### config.mk
export PLATFORM = sky130hd
export DESIGN_NAME = reg_rename
export DESIGN_NICKNAME = d
export VERILOG_FILES = /design/src/rtl/rename_pkg.sv /design/src/rtl/rn_map_table.sv /design/src/rtl/rn_free_list.sv /design/src/rtl/reg_rename.sv
export SDC_FILE = /design/constraint.sdc
export NUM_CORES = 1
export LEC_CHECK = 0
export ABC_AREA = 1
export BUFFER_PORTS_ARGS = -buffer_cell sky130_fd_sc_hd__buf_2
export CAP_MARGIN = 20
export CORE_ASPECT_RATIO = 0.8
export CORE_MARGIN = 2
export CORE_UTILIZATION = 28
export CTS_CLUSTER_SIZE = 40
export DETAILED_ROUTE_END_ITERATION = 16
export PLACE_DENSITY_LB_ADDON = 0.3
export SLEW_MARGIN = 10
export SYNTH_ARGS = -nofsm -noshare
export SYNTH_HDL_FRONTEND = slang
export SYNTH_SLANG_ARGS = --single-unit
export TNS_END_PERCENT = 10
### constraint.sdc
create_clock -name clk -period 3.4 [get_ports clk]
set_input_delay 0.68 -clock clk [delete_from_list [all_inputs] [get_ports clk]]
set_output_delay 0.68 -clock clk [all_outputs]
set_load 0.005 [all_outputs]
### src/rtl/rename_pkg.sv
package rename_pkg;

    localparam int ARCH_REGS = 32;
    localparam int ARCH_W    = 5;

    typedef logic [ARCH_W-1:0] arch_idx_t;

    typedef struct packed {
        arch_idx_t src_a;
        arch_idx_t src_b;
        arch_idx_t dst;
        logic      dst_we;
    } rn_req_t;

    function automatic logic is_zero_reg(input arch_idx_t idx);
        return idx == '0;
    endfunction

endpackage

### src/rtl/rn_map_table.sv
module rn_map_table
    import rename_pkg::*;
#(
    parameter int PW = 6
) (
    input  logic          clk,
    input  logic          rst,
    input  arch_idx_t     rd_a,
    input  arch_idx_t     rd_b,
    input  arch_idx_t     rd_d,
    input  logic          wr_en,
    input  logic [PW-1:0] wr_tag,
    output logic [PW-1:0] tag_a,
    output logic [PW-1:0] tag_b,
    output logic [PW-1:0] tag_d
);

    logic [PW-1:0] map_q [ARCH_REGS];

    always_ff @(posedge clk) begin
        if (rst) begin
            for (int i = 0; i < ARCH_REGS; i++) begin
                map_q[i] <= PW'(i);
            end
        end else if (wr_en && !is_zero_reg(rd_d)) begin
            map_q[rd_d] <= wr_tag;
        end
    end

    assign tag_a = is_zero_reg(rd_a) ? '0 : map_q[rd_a];
    assign tag_b = is_zero_reg(rd_b) ? '0 : map_q[rd_b];
    assign tag_d = is_zero_reg(rd_d) ? '0 : map_q[rd_d];

endmodule

### src/rtl/rn_free_list.sv
module rn_free_list
    import rename_pkg::*;
#(
    parameter int NUM_PHYS = 64,
    localparam int PW      = $clog2(NUM_PHYS),
    localparam int DEPTH   = NUM_PHYS - ARCH_REGS,
    localparam int PTR_W   = (DEPTH > 1) ? $clog2(DEPTH) : 1,
    localparam int CW      = $clog2(DEPTH + 1)
) (
    input  logic          clk,
    input  logic          rst,
    input  logic          pop,
    input  logic          push,
    input  logic [PW-1:0] push_tag,
    output logic [PW-1:0] head_tag,
    output logic [CW-1:0] count
);

    logic [PW-1:0]    slot_q [DEPTH];
    logic [PTR_W-1:0] head_q, tail_q;
    logic [CW-1:0]    cnt_q;

    function automatic logic [PTR_W-1:0] bump(input logic [PTR_W-1:0] p);
        return (int'(p) == DEPTH - 1) ? '0 : p + 1'b1;
    endfunction

    always_ff @(posedge clk) begin
        if (rst) begin
            for (int i = 0; i < DEPTH; i++) begin
                slot_q[i] <= PW'(ARCH_REGS + i);
            end
            head_q <= '0;
            tail_q <= '0;
            cnt_q  <= CW'(DEPTH);
        end else begin
            if (push) begin
                slot_q[tail_q] <= push_tag;
                tail_q         <= bump(tail_q);
            end
            if (pop) begin
                head_q <= bump(head_q);
            end
            case ({push, pop})
                2'b10:   cnt_q <= cnt_q + 1'b1;
                2'b01:   cnt_q <= cnt_q - 1'b1;
                default: cnt_q <= cnt_q;
            endcase
        end
    end

    assign head_tag = slot_q[head_q];
    assign count    = cnt_q;

endmodule

### src/rtl/reg_rename.sv
module reg_rename
    import rename_pkg::*;
#(
    parameter int NUM_PHYS = 64,
    localparam int PW      = $clog2(NUM_PHYS),
    localparam int DEPTH   = NUM_PHYS - ARCH_REGS,
    localparam int CW      = $clog2(DEPTH + 1)
) (
    input  logic          clk,
    input  logic          rst,
    input  logic          in_valid,
    output logic          in_ready,
    input  logic [4:0]    in_rs1,
    input  logic [4:0]    in_rs2,
    input  logic [4:0]    in_rd,
    input  logic          in_rd_we,
    input  logic          cmt_valid,
    input  logic [PW-1:0] cmt_stale,
    output logic          out_alloc,
    output logic [PW-1:0] out_ps1,
    output logic [PW-1:0] out_ps2,
    output logic [PW-1:0] out_pd,
    output logic [PW-1:0] out_stale
);

    rn_req_t       req;
    logic          fire, alloc, give_back;
    logic [PW-1:0] head_tag, old_tag;
    logic [CW-1:0] fl_count;

    assign req       = '{src_a: in_rs1, src_b: in_rs2, dst: in_rd, dst_we: in_rd_we};
    assign in_ready  = !rst && (fl_count != '0);
    assign fire      = in_valid && in_ready;
    assign alloc     = fire && req.dst_we && !is_zero_reg(req.dst);
    assign give_back = cmt_valid && (cmt_stale != '0);

    rn_map_table #(.PW(PW)) u_map (
        .clk    (clk),
        .rst    (rst),
        .rd_a   (req.src_a),
        .rd_b   (req.src_b),
        .rd_d   (req.dst),
        .wr_en  (alloc),
        .wr_tag (head_tag),
        .tag_a  (out_ps1),
        .tag_b  (out_ps2),
        .tag_d  (old_tag)
    );

    rn_free_list #(.NUM_PHYS(NUM_PHYS)) u_free (
        .clk      (clk),
        .rst      (rst),
        .pop      (alloc),
        .push     (give_back),
        .push_tag (cmt_stale),
        .head_tag (head_tag),
        .count    (fl_count)
    );

    assign out_alloc = alloc;
    assign out_pd    = alloc ? head_tag : '0;
    assign out_stale = alloc ? old_tag  : '0;

endmodule

==> PnR_summary.wiki, run 1 <==
{| class="wikitable"
! Metric !! Value
|-
| Result of the run || completed
|-
| Final Cell Area || 0.0259 sq mm
|-
| CP Cell Sequence || inv_2 > buf_12 > nand2_1 > nand3_1 > nand3_1 > nand2_1 > nand2_1 > nand3_1 > nand2_1 > nor2_1 > buf_2
|-
| Max-slew violation total from the final report || 0
|-
| Power per cell area || 479 mW/mm^2
|-
| Fill cell total of the finished layout || 8,489
|-
| Portion of synthesized cell area occupied by the leading cell type || 0.509
|-
| DRC violations left || 0
|-
| TritonCTS clock tree || done
|-
| Number of iterations in the first detailed-routing pass || 6
|-
| Cts-stage hold buffer count || 0
|-
| Initial core utilization || 0.282
|-
| Cell type with the highest occurrence count on the critical path || sky130_fd_sc_hd__nand2_1
|-
| Number of antenna violations at the first check in global routing || 0
|-
| Maximum number of pins on one net before global-route repair || 63
|-
| Clock Pin Slew Worst Setup and Hold Paths || 0.06 ns
|-
| Top cell type by total area after synthesis || sky130_fd_sc_hd__edfxtp_1
|-
| Leakage Power || 10.3 nW
|-
| Number of synthesized register bits || 405
|-
| Number of hold violations in the final report || 0
|-
| Worst Skew || 0.0502 ns
|-
| Leading cell types by count after synthesis || 1,328 x sky130_fd_sc_hd__nand2_1, 457 x sky130_fd_sc_hd__nand3_1, 384 x sky130_fd_sc_hd__edfxtp_1, 316 x sky130_fd_sc_hd__nor2_1, 120 x sky130_fd_sc_hd__inv_1
|-
| Residual overflow from global routing || 0
|-
| Post-route met1 wirelength || 38,700 microns
|-
| Unrepaired setup endpoints after global routing || no
|-
| Antenna Nets Post-Route || 0
|-
| Detail Placement HPWL || 55,900 microns
|-
| Antenna Cells || 0
|-
| Maximum root-to-sink buffer count || 3
|-
| Syn Area/Cell || 7.59 sq um
|-
| Violation count after the first detailed-route iteration || 2,479
|-
| CTS Sinks || 405
|-
| Source-to-sink clock delay at the later pin of the worst-skew pair || 0.62 ns
|-
| Maximum fanout encountered on the critical timing path || 36
|-
| Most common cell in the netlist || sky130_fd_sc_hd__nand2_1
|-
| Relative slew slack || 0.454
|-
| CTS Root Cell || sky130_fd_sc_hd__clkbuf_16
|-
| Cell type of the slowest stage on the worst timing path || sky130_fd_sc_hd__dfxtp_4
|-
| Pin slew with the least headroom to its limit || 0.818 ns
|-
| Post-route fraction of the period consumed by the critical path || 0.964
|-
| Post-Synthesis Cell Area || 0.0227 sq mm
|-
| Gate Count Post-Synth || 2,984
|-
| Overall track demand over capacity in global routing || 0.194
|-
| Wire length on met3 || 8450 microns
|-
| WL per Instance || 20.1 microns
|-
| Flip-flop cell with the highest count after synthesis || sky130_fd_sc_hd__edfxtp_1
|-
| Highest clock rate || 305 MHz
|-
| Required @ worst endpoint || 2.72 ns
|-
| Port bufs || 51
|-
| Number of enable flip-flop cells after synthesis || 384
|-
| Die height || 258 microns
|-
| Number of core rows || 93
|-
| Topmost layer with routed signal wires || met4
|-
| Register area share after synthesis || 0.527
|-
| Cells taking the most area after synthesis || sky130_fd_sc_hd__edfxtp_1 51%, sky130_fd_sc_hd__nand2_1 22%, sky130_fd_sc_hd__nand3_1 10%, sky130_fd_sc_hd__nor2_1 5.2%, sky130_fd_sc_hd__inv_1 2.0%
|-
| Final min period || 3.28 ns
|-
| Vias in the first global route || 18,600
|-
| Worst hold-check path type || register to register
|-
| RD Place Congestion || 0.947
|-
| Count of boundary I/O pins || 52
|-
| Layout Area Growth over Synthesis || 14.5%
|-
| Maximum level of the CTS H-tree || 2
|-
| Share of post-route cells with drive strength above 1 || 0.0784
|-
| Post-synthesis cell type count || 26
|-
| Vias post-DR || 20,500
|-
| Type of the worst setup path || register to output port
|-
| Area of the die || 0.0832 sq mm
|-
| Delay of the slowest critical-path stage || 0.42 ns
|-
| Critical path capture point type || output port
|-
| Warnings, synthesis || 0
|-
| Data arrival time of the critical path || 2.60 ns
|-
| Setup_tns || 0 ns
|-
| Placeable core area || 0.0803 sq mm
|-
| Nets || 3,026
|-
| WL final || 82,000 microns
|-
| First-pass GRT wire length || 121,000 microns
|-
| Kind of start point of the critical path || register
|-
| CTS buffer count || 45
|-
| MaxCap Viol Count || 0
|-
| Highest ir drop seen on vdd || 0.308 mV
|-
| Instance area after placement || 0.0243 sq mm
|-
| Share of flip-flops with an asynchronous set or reset after synthesis || 0
|-
| Die Width || 322 microns
|-
| Setup violators final || 0
|-
| Met2 WL || 33,000 microns
|-
| Ratio of routed vias to standard cells || 5.04
|}
==> layer usage <==
| metal | vias to the layer above | GRT usage |
|---|---|---|
| li1 | 9731 | - |
| met1 | 9710 | 0.305 |
| met2 | 959 | 0.268 |
| met3 | 97 | 0.0373 |
| met4 | 0 | 0.0495 |
| met5 | - | 0 |
==> registers in the layout (all words and copies together) (netlist names), named ones only <==
signal,cells
u_free.slot_q,192
u_free.count,6
u_map.map_q,192
u_free.head_q,5
u_free.tail_q,5
==> logic make-up (layout without fill, tap and decap cells) <==
logic type,after synthesis,count (layout),synth area share
AO/OA/AOI/OAI,104,104,0.0253
other,1,6,0.000165
XOR/XNOR,2,2,0.000773
AND/OR/NAND/NOR,2131,2131,0.382
adder cells (fa/ha/maj),13,13,0.00751
buffers and inverters,328,363,0.0569
flip-flops,405,405,0.527
==> critical path, delay by kind of cell, from the launching register on <==
kind | cells | cell delay (ns)
buffers and inverters | 3 | 0.53
and+or+nand+nor | 8 | 0.99
DFF | 1 | 0.42
==> layout make-up <==
class	count	area [sq um]	area share
clock inverter	24	340	0.0131
timing repair buffer	138	1130	0.0437
sequential	405	12000	0.461
multi-input combinational	2256	9460	0.364
inverter	141	531	0.0204
tap	1045	1310	0.0504
clock buffer	60	1220	0.0471
==> path summary, 6_finish.rpt <==
kind                                  from                         endpoint  slack (ns)  depth (start not counted)
max                               register                        out_pd[3]        0.12                         11
min          u_free.head_q[2]$_SDFFE_PP0P_    u_free.head_q[2]$_SDFFE_PP0P_        0.50                          2
max reg2reg                       register  u_map.map_q[3][1]$_SDFFCE_PN1P_        0.68                          9
min reg2reg  u_free.head_q[2]$_SDFFE_PP0P_    u_free.head_q[2]$_SDFFE_PP0P_        0.50                          2
==> metrics by stage <==
stage                util  hold WS (ns)  setup WS [ns]  std cells  power (mW)
floorplan               -         0.466          0.513       2989        6.65
global placement    0.303         0.486          0.177       3984        7.31
detailed placement  0.303         0.490          0.202       3984        7.31
CTS                 0.323         0.504         0.0149       4069        12.5
global route        0.323         0.519        0.00527       4069        12.8
finish              0.323         0.501          0.121       4069        12.4
==> placed cells by master, fill, tap and decap left out, types with 15 or more instances in the layout <==
| master | instances |
|---|---|
| sky130_fd_sc_hd__nand2_1 | 1327 |
| sky130_fd_sc_hd__nand3_1 | 457 |
| sky130_fd_sc_hd__edfxtp_1 | 384 |
| sky130_fd_sc_hd__nor2_1 | 315 |
| sky130_fd_sc_hd__inv_1 | 120 |
| sky130_fd_sc_hd__buf_4 | 71 |
| sky130_fd_sc_hd__buf_2 | 49 |
| sky130_fd_sc_hd__a21oi_1 | 48 |
| sky130_fd_sc_hd__clkbuf_16 | 45 |
| sky130_fd_sc_hd__o21ai_0 | 35 |
| sky130_fd_sc_hd__o211ai_1 | 21 |
| sky130_fd_sc_hd__dfxtp_1 | 19 |
| sky130_fd_sc_hd__inv_2 | 18 |
| sky130_fd_sc_hd__buf_12 | 15 |
==> power by group <==
group	switching [mW]	internal, mW
registers	0.107	5.56
logic	1.16	0.416
clock network	2.16	3.03
total	3.43	9.00
==> timing repair <==
action / 4_1_cts / 5_1_grt
gates cloned: 1 / 0
endpoints found under the setup margin: 2 / 7
resized for setup: 0 / 6
setup buffers: 0 / 0
Power figures use the tool's default switching activity.
==> run 2, diff against run 1 <==
Settings changed: PLACE_DENSITY set to 0.42, PLACE_DENSITY_LB_ADDON 0.3 to not set.
==> run 2 against run 1 <==
Sequential share of layout area is 0.10 points lower. Flip-flop and latch count stayed put. Cell area is 0.23% higher. Die area stayed put. Sequential power hardly changed. Critical endpoint is now out_pd[5].
==> PnR_summary.wiki, run 2 (synthesis gave the netlist of run 1 again) <==
{| class="wikitable"
! Metric !! Value
|-
| Fill cell total of the finished layout || 8,520
|-
| Flop-to-flop setup slack || 0.73 ns
|-
| Min-Delay Path Depth || 2
|-
| Residual overflow from global routing || 0
|-
| Share of post-route cells with drive strength above 1 || 0.0793
|-
| MaxCap Viol Count || 0
|-
| CTS buffer count || 47
|-
| DRC violations left || 0
|-
| Result of the run || completed
|-
| Highest ir drop seen on vdd || 0.323 mV
|-
| Most heavily used metal layer in global routing || met1
|-
| Post-route fraction of the period consumed by the critical path || 0.965
|-
| Hold path start || u_free.head_q[0]$_SDFFE_PP0P_
|-
| Overall track demand over capacity in global routing || 0.218
|-
| Leakage Power || 10.3 nW
|-
| Type of the worst setup path || register to output port
|-
| Maximum number of pins on one net before global-route repair || 73
|-
| Die Width || 322 microns
|-
| Most frequent standard cell in the layout excluding fill and tap cells || sky130_fd_sc_hd__nand2_1
|-
| Maximum fanout encountered on the critical timing path || 18
|-
| Die height || 258 microns
|-
| Worst Skew || 0.0653 ns
|-
| Placeable core area || 0.0803 sq mm
|-
| Total setup buffers inserted after CTS || 0
|-
| Number of placed instances, taps included || 3,981
|-
| Highest clock rate || 305 MHz
|-
| Post-Route Utilization || 0.324
|-
| Layout Area Growth over Synthesis || 14.8%
|-
| Max-slew violation total from the final report || 0
|-
| Maximum root-to-sink buffer count || 3
|-
| FF+latch area || 0.0120 sq mm
|-
| Highest-count cells in the layout ignoring fill and taps || 1,322 x sky130_fd_sc_hd__nand2_1, 457 x sky130_fd_sc_hd__nand3_1, 384 x sky130_fd_sc_hd__edfxtp_1, 312 x sky130_fd_sc_hd__nor2_1, 120 x sky130_fd_sc_hd__inv_1
|-
| First-pass GRT wire length || 133,000 microns
|-
| Power per cell area || 475 mW/mm^2
|-
| End of the worst register-to-register path || u_map.map_q[15][0]$_SDFFCE_PN1P_
|-
| Violation count after the first detailed-route iteration || 2,657
|-
| Critical path capture point type || output port
|-
| WL per Instance || 22.5 microns
|-
| Number of antenna violations at the first check in global routing || 1
|-
| Antenna Cells || 0
|-
| Unrepaired setup endpoints after global routing || yes
|-
| WL final || 91,800 microns
|-
| Nets || 3,027
|-
| Data arrival time of the critical path || 2.60 ns
|-
| Met3 usage || 0.0475
|-
| Relative slew slack || 0.331
|-
| Number of iterations in the first detailed-routing pass || 6
|-
| Clock Pin Slew Worst Setup and Hold Paths || 0.06 ns
|-
| Kind of start point of the critical path || register
|-
| Final min period || 3.28 ns
|-
| Number of core rows || 93
|-
| Count of boundary I/O pins || 52
|-
| Overall power consumption || 12.4 mW
|-
| Required @ worst endpoint || 2.72 ns
|-
| Number of hold violations in the final report || 0
|-
| CTS Root Cell || sky130_fd_sc_hd__clkbuf_16
|-
| Detail Placement HPWL || 61,400 microns
|-
| Port bufs || 51
|-
| Area of combinational cells with multiple inputs || 0.00949 sq mm
|-
| Source-to-sink clock delay at the later pin of the worst-skew pair || 0.64 ns
|-
| Cells on worst reg2reg path || 11
|-
| Post-layout instance count excluding filler cells || 4,071
|-
| Vias in the first global route || 19,500
|-
| Worst hold-check path type || register to register
|-
| Maximum level of the CTS H-tree || 2
|-
| TritonCTS clock tree || done
|-
| Vias post-DR || 20,900
|-
| CTS Sinks || 405
|-
| Setup violators final || 0
|-
| Met2 capacity usage during global routing || 0.306
|-
| Initial core utilization || 0.282
|-
| Antenna Nets Post-Route || 0
|-
| GRT met1 Usage || 0.333
|-
| RD Place Congestion || 0.919
|-
| Ratio of routed vias to standard cells || 5.13
|-
| Area of the die || 0.0832 sq mm
|-
| Pin slew with the least headroom to its limit || 1.00 ns
|}
[run 2: layer usage]
metal | vias to the layer above | wire length [microns]
met4 | 2 | 2280
met3 | 107 | 8560
met5 | - | 12
met2 | 990 | 37000
li1 | 9720 | -
met1 | 10100 | 43900
[run 2: power breakdown]
part           total (mW)  internal [mW]  leakage (nW)  switching [mW]
Clock                4.99           2.75         0.716            2.24
Sequential           5.66           5.56          3.48          0.0981
Combinational        1.71          0.433          6.07            1.28
[run 2: through the flow]
step | instance area [sq um] | TNS [ns] | worst slack (ns) | hold WS [ns]
3_3_place_gp | 24400 | 0 | 0.253 | 0.500
3_5_place_dp | 24400 | 0 | 0.258 | 0.498
4_1_cts | 25900 | 0 | 0.00315 | 0.506
6_report | 26000 | 0 | 0.121 | 0.503
2_1_floorplan | 22700 | 0 | 0.513 | 0.466
5_1_grt | 26000 | -0.0115 | -0.0115 | 0.530
[run 2: critical path, cell delays in order (launching register included)]
cell and delay, ns:
sky130_fd_sc_hd__dfxtp_4 0.40, sky130_fd_sc_hd__inv_4 0.15, sky130_fd_sc_hd__buf_12 0.17, sky130_fd_sc_hd__nand2_1 0.07, sky130_fd_sc_hd__nand3_1 0.07, sky130_fd_sc_hd__nand3_1 0.14, sky130_fd_sc_hd__nand2_1 0.19, sky130_fd_sc_hd__nand2_1 0.08
sky130_fd_sc_hd__nand3_1 0.10, sky130_fd_sc_hd__nand2_2 0.12, sky130_fd_sc_hd__nor2_2 0.26, sky130_fd_sc_hd__buf_2 0.20
[run 2: layout make-up]
type	count	area share
well taps	1045	0.0503
clock buffers	61	0.0472
multi-input cells	2256	0.365
flip-flops and latches	405	0.460
clock inverters	26	0.0104
repair buffers	137	0.0470
inverters	141	0.0205
[run 2: how the worst max path moves through the flow]
stage / cells after the start / slack (ns) / to / start
finish: 11 / 0.12 / out_pd[5] / register
global route: 12 / -0.01 / out_pd[0] / register
CTS: 12 / 0.003 / out_pd[1] / register
detailed placement: 12 / 0.26 / out_stale[1] / in_rd[0]
global placement: 12 / 0.25 / out_stale[1] / in_rd[0]
floorplan: 14 / 0.51 / u_free.count[4]$_SDFFE_PP0P_ / in_rd[0]
[run 2: timing repair]
item,4_1_cts,5_1_grt
pin swaps,0,1
hold endpoints to repair,0,0
gates resized for setup,7,13
gates cloned,1,2
hold buffers,0,0
setup endpoints to repair,6,6
==> run 3, diff against run 2 <==
Settings changed: BUFFER_PORTS_ARGS -buffer_cell sky130_fd_sc_hd__buf_2 to not set, DONT_BUFFER_PORTS set to 1, MAX_ROUTING_LAYER set to met4, PLACE_DENSITY 0.42 to 0.41.
==> run 3 against run 2 <==
First-iteration DRC count fell by 11%. Cell count fell by 1.8%. Combinational power fell by 13%. Cell area fell by 1.6%. Setup slack improved by 0.037 ns. Clock power rose by 7.4%. Fmax rose by 1.1%. Die area did not move. Largest power group unchanged.
==> PnR_summary.wiki, run 3 (synthesis gave the netlist of run 1 again) <==
{| class="wikitable"
! Metric !! Value
|-
| Sequential Power Share || 0.452
|-
| Clock power share || 0.429
|-
| Power per cell area || 489 mW/mm^2
|-
| Number of antenna violations at the first check in global routing || 0
|-
| Fill cell total of the finished layout || 8,515
|-
| Highest ir drop seen on vdd || 0.315 mV
|-
| CTS buffer count || 47
|-
| Post-route fraction of the period consumed by the critical path || 0.954
|-
| Number of core rows || 93
|-
| Worst Skew || 0.0403 ns
|-
| Maximum fanout encountered on the critical timing path || 75
|-
| Pin slew with the least headroom to its limit || 0.828 ns
|-
| Unrepaired setup endpoints after global routing || no
|-
| Cts-stage hold buffer count || 0
|-
| WL per Instance || 22.1 microns
|-
| Max-slew violation total from the final report || 0
|-
| Area of combinational cells with multiple inputs || 0.00947 sq mm
|-
| Residual overflow from global routing || 0
|-
| Worst hold-check path type || primary input to register
|-
| Setup_tns || 0 ns
|-
| Port bufs || 0
|-
| Required @ worst endpoint || 2.72 ns
|-
| Highest-count cells in the layout ignoring fill and taps || 1,323 x sky130_fd_sc_hd__nand2_1, 457 x sky130_fd_sc_hd__nand3_1, 384 x sky130_fd_sc_hd__edfxtp_1, 312 x sky130_fd_sc_hd__nor2_1, 120 x sky130_fd_sc_hd__inv_1
|-
| Data arrival time of the critical path || 2.56 ns
|-
| DRC violations left || 0
|-
| First-pass GRT wire length || 131,000 microns
|-
| Most frequent standard cell in the layout excluding fill and tap cells || sky130_fd_sc_hd__nand2_1
|-
| Violation count after the first detailed-route iteration || 2,378
|-
| Number of iterations in the first detailed-routing pass || 6
|-
| Post-Route Utilization || 0.319
|-
| Placeable core area || 0.0803 sq mm
|-
| Antenna Nets Post-Route || 0
|-
| Overall power consumption || 12.5 mW
|-
| Detail Placement HPWL || 60,100 microns
|-
| Net switching component of the power || 3.40 mW
|-
| Type of the worst setup path || register to output port
|-
| Int Power || 9.11 mW
|-
| Maximum number of pins on one net before global-route repair || 98
|-
| CTS Root Cell || sky130_fd_sc_hd__clkbuf_16
|-
| Number of hold violations in the final report || 0
|-
| Share of post-route cells with drive strength above 1 || 0.0599
|-
| Ratio of routed vias to standard cells || 5.11
|-
| Leakage Power || 9.98 nW
|-
| Overall track demand over capacity in global routing || 0.217
|-
| Initial core utilization || 0.282
|-
| Final Cell Area || 0.0256 sq mm
|-
| Vias post-DR || 20,400
|-
| Post-layout instance count excluding filler cells || 3,999
|-
| Count of boundary I/O pins || 52
|-
| Die height || 258 microns
|-
| Maximum level of the CTS H-tree || 2
|-
| Critical path capture point type || output port
|-
| Instance area after placement || 0.0239 sq mm
|-
| RD Place Congestion || 0.948
|-
| Source-to-sink clock delay at the later pin of the worst-skew pair || 0.60 ns
|-
| Nets || 2,954
|-
| Switching power as a share of total power || 0.272
|-
| Layout Area Growth over Synthesis || 12.9%
|-
| WL final || 88,400 microns
|-
| Number of placed instances, taps included || 3,909
|-
| Kind of start point of the critical path || register
|-
| Clock Pin Slew Worst Setup and Hold Paths || 0.06 ns
|-
| CTS Sinks || 405
|-
| FF+latch area || 0.0120 sq mm
|-
| Highest clock rate || 308 MHz
|-
| Result of the run || completed
|-
| Final min period || 3.24 ns
|-
| Setup violators final || 0
|-
| TritonCTS clock tree || done
|-
| Maximum root-to-sink buffer count || 3
|-
| Vias in the first global route || 19,400
|-
| Die Width || 322 microns
|-
| Area of the die || 0.0832 sq mm
|-
| Logic gate share of total power || 0.119
|-
| MaxCap Viol Count || 0
|-
| Relative slew slack || 0.448
|}
-- run 3: cell count changes in the layout (fill, tap and decap cells not counted), sizes merged --
cell | previous run | this run
buf | 135 | 63
clkbuf | 63 | 56
clkinvlp | 2 | 3
clkinv | 22 | 20
diode | 0 | 1
inv | 141 | 143
bufinv | 2 | 7
-- run 3: routing by layer --
layer,global-route usage,up-vias,part of all wire
met4,0.0417,0,0.016
met5,-,-,0
met3,0.0364,100,0.089
met2,0.301,854,0.41
li1,-,9594,-
met1,0.330,9895,0.48
-- run 3: power by group through the flow --
stage	sequential, mW	clock, mW	combinational, mW
floorplan	5.71	0	0.936
global placement	5.76	0	1.46
detailed placement	5.76	0	1.46
CTS	5.65	5.48	1.47
global route	5.67	5.66	1.62
finish	5.66	5.36	1.49
-- run 3: worst paths after layout --
check	startpoint	slack [ns]	cells after the start	to
max	register	0.16	10	out_pd[2]
min	rst	0.18	1	u_free.head_q[2]$_SDFFE_PP0P_
max reg2reg	register	0.86	11	u_map.map_q[15][0]$_SDFFCE_PN1P_
min reg2reg	u_free.head_q[2]$_SDFFE_PP0P_	0.51	2	u_free.head_q[2]$_SDFFE_PP0P_
-- run 3: layout make-up --
class / instances / area share
flip-flops and latches: 405 / 0.467
multi-input cells: 2256 / 0.370
well taps: 1045 / 0.0511
clock buffers: 55 / 0.0483
repair buffers: 64 / 0.0277
inverters: 141 / 0.0209
clock inverters: 32 / 0.0149
diodes: 1 / 0.0000978
-- run 3: timing repair --
item	in CTS	in global routing
setup endpoints to repair	6	6
buffers inserted	0	1
gates resized for setup	8	5
cloned	0	1
-- run 3: metrics by stage --
stage | hold slack, ns | worst slack, ns
after detailed placement | 0.493 | 0.422
final | 0.185 | 0.157
after CTS | 0.138 | 0.0165
after global placement | 0.480 | 0.430
after global routing | 0.159 | 0.00455
after floorplan | 0.466 | 0.513
-- run 3: critical path, cell delays in order (launching register included) --
cell	delay (ns)
sky130_fd_sc_hd__dfxtp_4	0.48
sky130_fd_sc_hd__buf_16	0.32
sky130_fd_sc_hd__nand2_1	0.09
sky130_fd_sc_hd__nand3_1	0.11
sky130_fd_sc_hd__nand3_1	0.09
sky130_fd_sc_hd__nand2_1	0.14
sky130_fd_sc_hd__nand2_1	0.07
sky130_fd_sc_hd__nand3_1	0.14
sky130_fd_sc_hd__nand2_2	0.18
sky130_fd_sc_hd__nor2_1	0.18
sky130_fd_sc_hd__buf_4	0.14
